===== src/rtl/stq_commit.sv =====
module stq_commit #(
  parameter int DEPTH = 8,
  parameter int AW    = 32,
  parameter int DW    = 32
) (
  input  logic                     clk,
  input  logic                     rst_n,
  input  logic                     alloc_req,
  output logic [$clog2(DEPTH)-1:0] alloc_idx,
  output logic                     full,
  output logic                     empty,
  input  logic                     addr_we,
  input  logic [$clog2(DEPTH)-1:0] addr_idx,
  input  logic [AW-1:0]            addr_val,
  input  logic                     data_we,
  input  logic [$clog2(DEPTH)-1:0] data_idx,
  input  logic [DW-1:0]            data_val,
  input  logic                     retire,
  input  logic                     flush,
  output logic                     cm_valid,
  input  logic                     cm_ready,
  output logic [AW-1:0]            cm_addr,
  output logic [DW-1:0]            cm_data
);
  localparam int IW = $clog2(DEPTH);
  localparam int PW = IW + 1;

  logic [PW-1:0]    head_q, rptr_q, tail_q, rptr_n;
  logic [AW-1:0]    addr_mem [DEPTH];
  logic [DW-1:0]    data_mem [DEPTH];
  logic [DEPTH-1:0] av_q, dv_q, kill, set_a, set_d;
  logic [PW-1:0]    used, unret, keep;
  logic [IW-1:0]    hidx;
  logic             alloc_go, ret_go, pop;

  assign used      = tail_q - head_q;
  assign unret     = tail_q - rptr_q;
  assign hidx      = head_q[IW-1:0];
  assign full      = used == PW'(DEPTH);
  assign empty     = used == '0;
  assign alloc_idx = tail_q[IW-1:0];
  assign alloc_go  = alloc_req && !full && !flush;
  assign ret_go    = retire && unret != '0;
  assign rptr_n    = rptr_q + PW'(ret_go);
  assign keep      = rptr_n - head_q;
  assign cm_valid  = rptr_q != head_q && av_q[hidx] && dv_q[hidx];
  assign cm_addr   = addr_mem[hidx];
  assign cm_data   = data_mem[hidx];
  assign pop       = cm_valid && cm_ready;

  function automatic logic below(input logic [IW-1:0] idx, input logic [IW-1:0] base,
                                 input logic [PW-1:0] lim);
    logic [IW-1:0] off;
    off = idx - base;
    return {1'b0, off} < lim;
  endfunction

  always_comb begin
    for (int i = 0; i < DEPTH; i++) begin
      kill[i]  = (pop && hidx == IW'(i)) ||
                 (flush && below(IW'(i), hidx, used) && !below(IW'(i), hidx, keep));
      set_a[i] = addr_we && addr_idx == IW'(i) && below(IW'(i), hidx, used);
      set_d[i] = data_we && data_idx == IW'(i) && below(IW'(i), hidx, used);
    end
  end

  always_ff @(posedge clk) begin
    if (!rst_n) begin
      head_q <= '0;
      rptr_q <= '0;
      tail_q <= '0;
      av_q   <= '0;
      dv_q   <= '0;
    end else begin
      if (pop) head_q <= head_q + PW'(1);
      rptr_q <= rptr_n;
      if (flush)         tail_q <= rptr_n;
      else if (alloc_go) tail_q <= tail_q + PW'(1);
      for (int i = 0; i < DEPTH; i++) begin
        if (kill[i])       av_q[i] <= 1'b0;
        else if (set_a[i]) av_q[i] <= 1'b1;
        if (kill[i])       dv_q[i] <= 1'b0;
        else if (set_d[i]) dv_q[i] <= 1'b1;
      end
    end
  end

  always_ff @(posedge clk) begin
    for (int i = 0; i < DEPTH; i++) begin
      if (set_a[i]) addr_mem[i] <= addr_val;
      if (set_d[i]) data_mem[i] <= data_val;
    end
  end
endmodule


===== config.mk =====
export PLATFORM = sky130hd
export DESIGN_NAME = stq_commit
export DESIGN_NICKNAME = d
export VERILOG_FILES = /design/src/rtl/stq_commit.sv
export SDC_FILE = /design/constraint.sdc
export NUM_CORES = 1
export LEC_CHECK = 0
export CAP_MARGIN = 30
export CORE_ASPECT_RATIO = 1.75
export CORE_MARGIN = 2
export CORE_UTILIZATION = 53
export DETAILED_ROUTE_END_ITERATION = 8
export PLACE_DENSITY = 0.79
export SYNTH_ARGS = -nofsm -noshare
export SYNTH_HDL_FRONTEND = slang
export SYNTH_SLANG_ARGS = --single-unit

===== constraint.sdc =====
create_clock -name clk -period 5.55 [get_ports clk]
set_input_delay 0.8325 -clock clk [delete_from_list [all_inputs] [get_ports clk]]
set_output_delay 0.8325 -clock clk [all_outputs]
set_load 0.01 [all_outputs]

Yosys cells after proc, flatten, opt, wreduce, memory -nomap -nowiden
Memories as Yosys holds them, arrays and structs flattened. A register that Yosys moved wholly into a read port is not among the register bits.
Cells that the tools add are included.
{ "totals": {"ff_bits": 28, "latchBits": 0, "ramBits": 512, "mem_bits_ro": 0, "output_inout_bits": 70, "wordCells": 268, "mem_count": 2} }
{ "op_classes": {"n_addsub": 14, "n_mul": 0, "n_div": 0, "order_cmp": 17, "n_eq_ne": 23, "shifts": 0, "n_mux": 84, "n_bitwise": 1, "reduce_logical": 108} }
{ "mem_list": {"columns": ["memory", "words", "word_bits", "read_ports", "rd_ports_with_merged_regs", "write_ports", "line", "rtl"], "rows": [
  ["addr_mem", 8, 32, 1, 1, 1, "29", "logic [AW-1:0] addr_mem [DEPTH];"],
  ["data_mem", 8, 32, 1, 1, 1, "30", "logic [DW-1:0] data_mem [DEPTH];"]
]} }
{ "op_table": {"columns": ["op", "count"], "rows": [
  ["$mux 32", 14],
  ["$reduce_or 32->1", 14],
  ["$lt 3x4->1", 16],
  ["$logic_and 1x1->1", 62],
  ["$mux 3", 18],
  ["$mux 1", 48],
  ["$eq 3x3->1 const B", 12],
  ["$eq 3x2->1 const B", 6],
  ["$reduce_or 2->1", 8],
  ["$sub 3x3->3 const A", 4],
  ["$sub 4x4->4", 3],
  ["$logic_not 1->1", 10],
  ["$eq 3x1->1 const B", 3],
  ["$logic_not 3->1", 3],
  ["$add 4x1->4 const B", 2],
  ["$logic_or 1x1->1", 8],
  ["$mux 4", 2],
  ["$bmux 1 s3", 2],
  ["$sub 1x3->3 const A", 2],
  ["$sub 2x3->3 const A", 2],
  ["$add 4x1->4", 1],
  ["$eq 4x4->1 const B", 1],
  ["$logic_not 4->1", 1],
  ["$lt 3x4->1 const B", 1],
  ["4 further kinds", 4]
]} }

Depth between registers and ports, before layout
{ "logic_depth": {"word_depth": 13, "depth_mapped": 16, "ltp_nobuf": 16} }

Worst setup path before layout
Ideal clock, no wire load.
{ "synth_path": {"path_kind": "register -> register", "start": "register head_q[1]", "end": "memory addr_mem[3][0], enable pin", "setup_ns": 0.501, "t_arrival_ns": 5.402, "t_required_ns": 5.049, "setup_slack_ns": -0.353, "path_stages_with_launch": 9, "path_buffers": 1, "path_cell_list": "dfxtp_1 buf_2 inv_1 fa_1 xnor2_1 ha_1 nor2b_1 o22a_1 nor4_1"} }
{ "synth_rtl": {"columns": ["element", "line", "rtl"], "rows": [
  ["from (decl)", "28", "logic [PW-1:0] head_q, rptr_q, tail_q, rptr_n;"],
  ["from (signal assigned)", "75", "if (pop) head_q <= head_q + PW'(1);"],
  ["$sub 4x4->4 or $sub 2x3->3 (tied branches)", "36, 54", null],
  ["$lt 3x4->1 *", "55", "return {1'b0, off} < lim;"],
  ["$logic_and 1x1->1 *", "62", "set_a[i] = addr_we && addr_idx == IW'(i) && below(IW'(i), hidx, used);"],
  ["named net set_a[3]", "31", "logic [DEPTH-1:0] av_q, dv_q, kill, set_a, set_d;"],
  ["$mux 1 *", "90", "if (set_a[i]) addr_mem[i] <= addr_val;"],
  ["$mux 1 (implied by the code) *", "90", null],
  ["$reduce_or 32->1 (no line)", null, null],
  ["$mux 3 (no line) or $mux 1 (tied branches) (5 in series)", null, null],
  ["to (decl)", "29", null]
]} }
Mark *: on every way through the listed nets, which the timed path passes. The rest lies on a longest branch.

Final worst setup path
{ "layout_path": {"start": "register head_q[2]", "end": "output empty"} }
{ "layout_via": {"elab_chain_len": 2} }
{ "layout_rtl": {"columns": ["element", "line", "rtl"], "rows": [
  ["$sub 4x4->4", "36", "assign used = tail_q - head_q;"],
  ["$logic_not 4->1", "40", "assign empty = used == '0;"],
  ["to (decl)", "11", "output logic empty,"]
]} }
No other way between the ends.

==> flow_summary.json <==
{
  "drive_above_1_share": 0.253,
  "post-cts-setup-buffer-count": 0,
  "leakage_nw": 8.09,
  "dpl_cell_area_um2": 24200,
  "drtAntennaViolNets": 0,
  "routed_wl_um": 45200,
  "path_class": "register to primary output",
  "synth_edf_count": 512,
  "critPathMaxFanout": 17,
  "fp-row-count": 98,
  "critical_path_required_ns": 4.72,
  "grt_setup_unrepaired": "no",
  "grt_overflow_total": 0,
  "vias_per_cell": 5.90,
  "ir_worst_vdd_mv": 0.364,
  "hold_viol": 0,
  "fin_worst_skew_ns": 0.0349,
  "drt_first_iter_violations": 738,
  "synth_warnings": 0,
  "numCtsBuffers": 46,
  "syn_avg_cell_area_um2": 20.9,
  "drv_slew": 0,
  "dr_total_vias": 10700,
  "ys_types": 55,
  "syn_nets": 1168,
  "cts_htree_levels": 2,
  "gp_congestion": 0.918,
  "netlist_area_um2": 21800,
  "fillers": 2775,
  "root_buffer": "clkbuf_16",
  "synth_cells": 1043,
  "setup_viol": 0,
  "drc": 0,
  "tns_ns": 0,
  "hpwlAfterDp_um": 27600,
  "core_um2": 40700,
  "min_path_type": "register to register",
  "clock_sinks": 543,
  "clk_pin_slew_ns": 0.07,
  "fin_crit_sh": 0.826,
  "post-place-ws_ns": 1.36,
  "cap_viol_max_count": 0,
  "design_area_um2": 25800,
  "layout_commonest_cell": "edfxtp_1",
  "ys_seq_area_frac": 0.733,
  "fmax_mhz": 218,
  "area_growth_pct": 18.3,
  "grt_pass1_vias": 11500,
  "synthArstFlopShare": 0,
  "wire_per_inst_um": 25.0,
  "die_w_um": 157,
  "final_cells": 1807,
  "hold_buffers": 0,
  "synthFlopType": "edfxtp_1",
  "rr_worst_depth": 13,
  "ctsResizeCount": 0,
  "crit_path_start_kind": "register",
  "grt_antenna_before_repair": 5,
  "cts_tree": "yes",
  "grt_first_pass_wirelength_um": 67700,
  "worstMarginPinSlew_ns": 0.908,
  "holdPathStages": 1,
  "cts_buffer_depth": 3,
  "hold_ws_ns": 0.539,
  "yosys_register_bits": 543,
  "final_cell_mix": "edfxtp_1, clkdlybuf4s50_1, mux4_2",
  "fp.dieArea_um2": 42900,
  "end_kind": "primary output",
  "clk_latency_ns": 0.58,
  "grt_usage": 0.214,
  "power.density_nw_per_um2": 330,
  "numPortBuffers": 147,
  "period_needed_ns": 4.59,
  "ios": 148,
  "grt_max_degree": 81,
  "status": "finished clean",
  "finalWorstSetupSlack_ns": 0.963,
  "place_inst": 1718,
  "first_pass_iters": 5,
  "final_nets": 1342,
  "die_h_um": 272,
  "cp.arrival_ns": 3.75,
  "relSlewSlack": 0.391,
  "start_util": 0.536
}
## registers in the layout (all words and copies together) (netlist names), named ones only
register and count:
addr_mem 256, data_mem 256, av_q 8, dv_q 8, head_q 4, rptr_q 4, tail_q 4
## metal layers
layer	GRT usage	wire length, um	share of wire	up-vias
met4	0.0895	1910	0.042	6
met3	0.0319	2110	0.047	101
li1	-	-	-	4670
met2	0.401	25100	0.56	327
met1	0.240	15900	0.35	5565
met5	0	40	0.00089	-
## where the power goes
part           switching [mW]  leakage, nW  internal, mW
Clock                    1.44        0.770          1.93
Sequential             0.0305         4.88          4.57
Combinational           0.339         2.44         0.228
## cell usage after synthesis (all sizes together) (2+ instances only)
cell type  number  area (um2)
and3            2        12.5
mux2           64         721
nand4b          2        17.5
a21oi          19        95.1
o21ai           6        30.0
nand2          12        45.0
clkbuf         25        93.8
o21a            3        22.5
dfxtp          31         621
xnor2           8        70.1
mux4          128        2880
a31oi           4        25.0
o31ai           3        22.5
buf            24         138
nor4            5        31.3
nor2b           7        43.8
xor2            4        42.6
or3             3        18.8
a21o            8        60.1
mux2i           2        20.0
nand3          15        75.1
and2            4        25.0
o41ai           2        17.5
nand2b          5        31.3
or2             2        15.0
edfxtp        512       15400
ha             43         538
nand4           8        50.1
nor3b           6        45.0
fa              4        80.1
nor2           17        63.8
nand3b          3        22.5
nor3            2        15.0
o22a            4        35.0
o2111a         10         113
a2111o          4        45.0
a2111oi         2        30.0
o311a           2        20.0
inv            23        86.3
o21bai          6        45.0
## kinds of logic (layout without fill, tap and decap cells)
group / after synthesis / in the layout / synth area share
multiplexers: 194 / 194 / 0.166
buffers and inverters: 73 / 285 / 0.0147
AND/OR/NAND/NOR: 95 / 95 / 0.0244
adder cells (fa/ha/maj): 47 / 47 / 0.0283
AO/OA/AOI/OAI: 78 / 78 / 0.0277
XOR/XNOR: 13 / 13 / 0.00625
other: 0 / 2 / 0
flip-flops: 543 / 543 / 0.733
## layout make-up
type,count,area [um2],area share
Antenna cell,2,5.00,0.000194
Clock buffer,58,1240,0.0479
Clock inverter,28,370,0.0143
Inverter,24,90.1,0.00349
Multi-Input combinational cell,427,5680,0.220
Sequential cell,543,16000,0.620
Tap cell,550,688,0.0266
Timing Repair Buffer,175,1750,0.0678
## stage by stage
stage          total power [mW]   util
6_report                   8.53  0.635
5_1_grt                    8.79  0.635
4_1_cts                    8.60  0.634
3_5_place_dp               5.26  0.594
3_3_place_gp               5.24  0.594
2_1_floorplan              4.98      -
## worst max-delay path, cell delays in order, from the launching register on
cell and delay, ns:
dfxtp_1 0.78, inv_1 0.40, ha_1 0.44, a21oi_1 0.09
a21oi_1 0.69, nor2_1 0.11, nor2_1 0.13, clkdlybuf4s50_1 0.55
## path summary, 6_finish.rpt
path | start | to | slack (ns)
worst min register to register | av_q[2]$_SDFFE_PP0P_ | av_q[2]$_SDFFE_PP0P_ | 0.54
worst min-delay path | av_q[2]$_SDFFE_PP0P_ | av_q[2]$_SDFFE_PP0P_ | 0.54
worst max-delay path | head_q[2]$_SDFFE_PN0P_ | empty | 0.96
worst max register to register | tail_q[1]$_SDFFE_PN0P_ | dv_q[2]$_SDFFE_PP0P_ | 1.34
(Power assumes the default switching activity.)
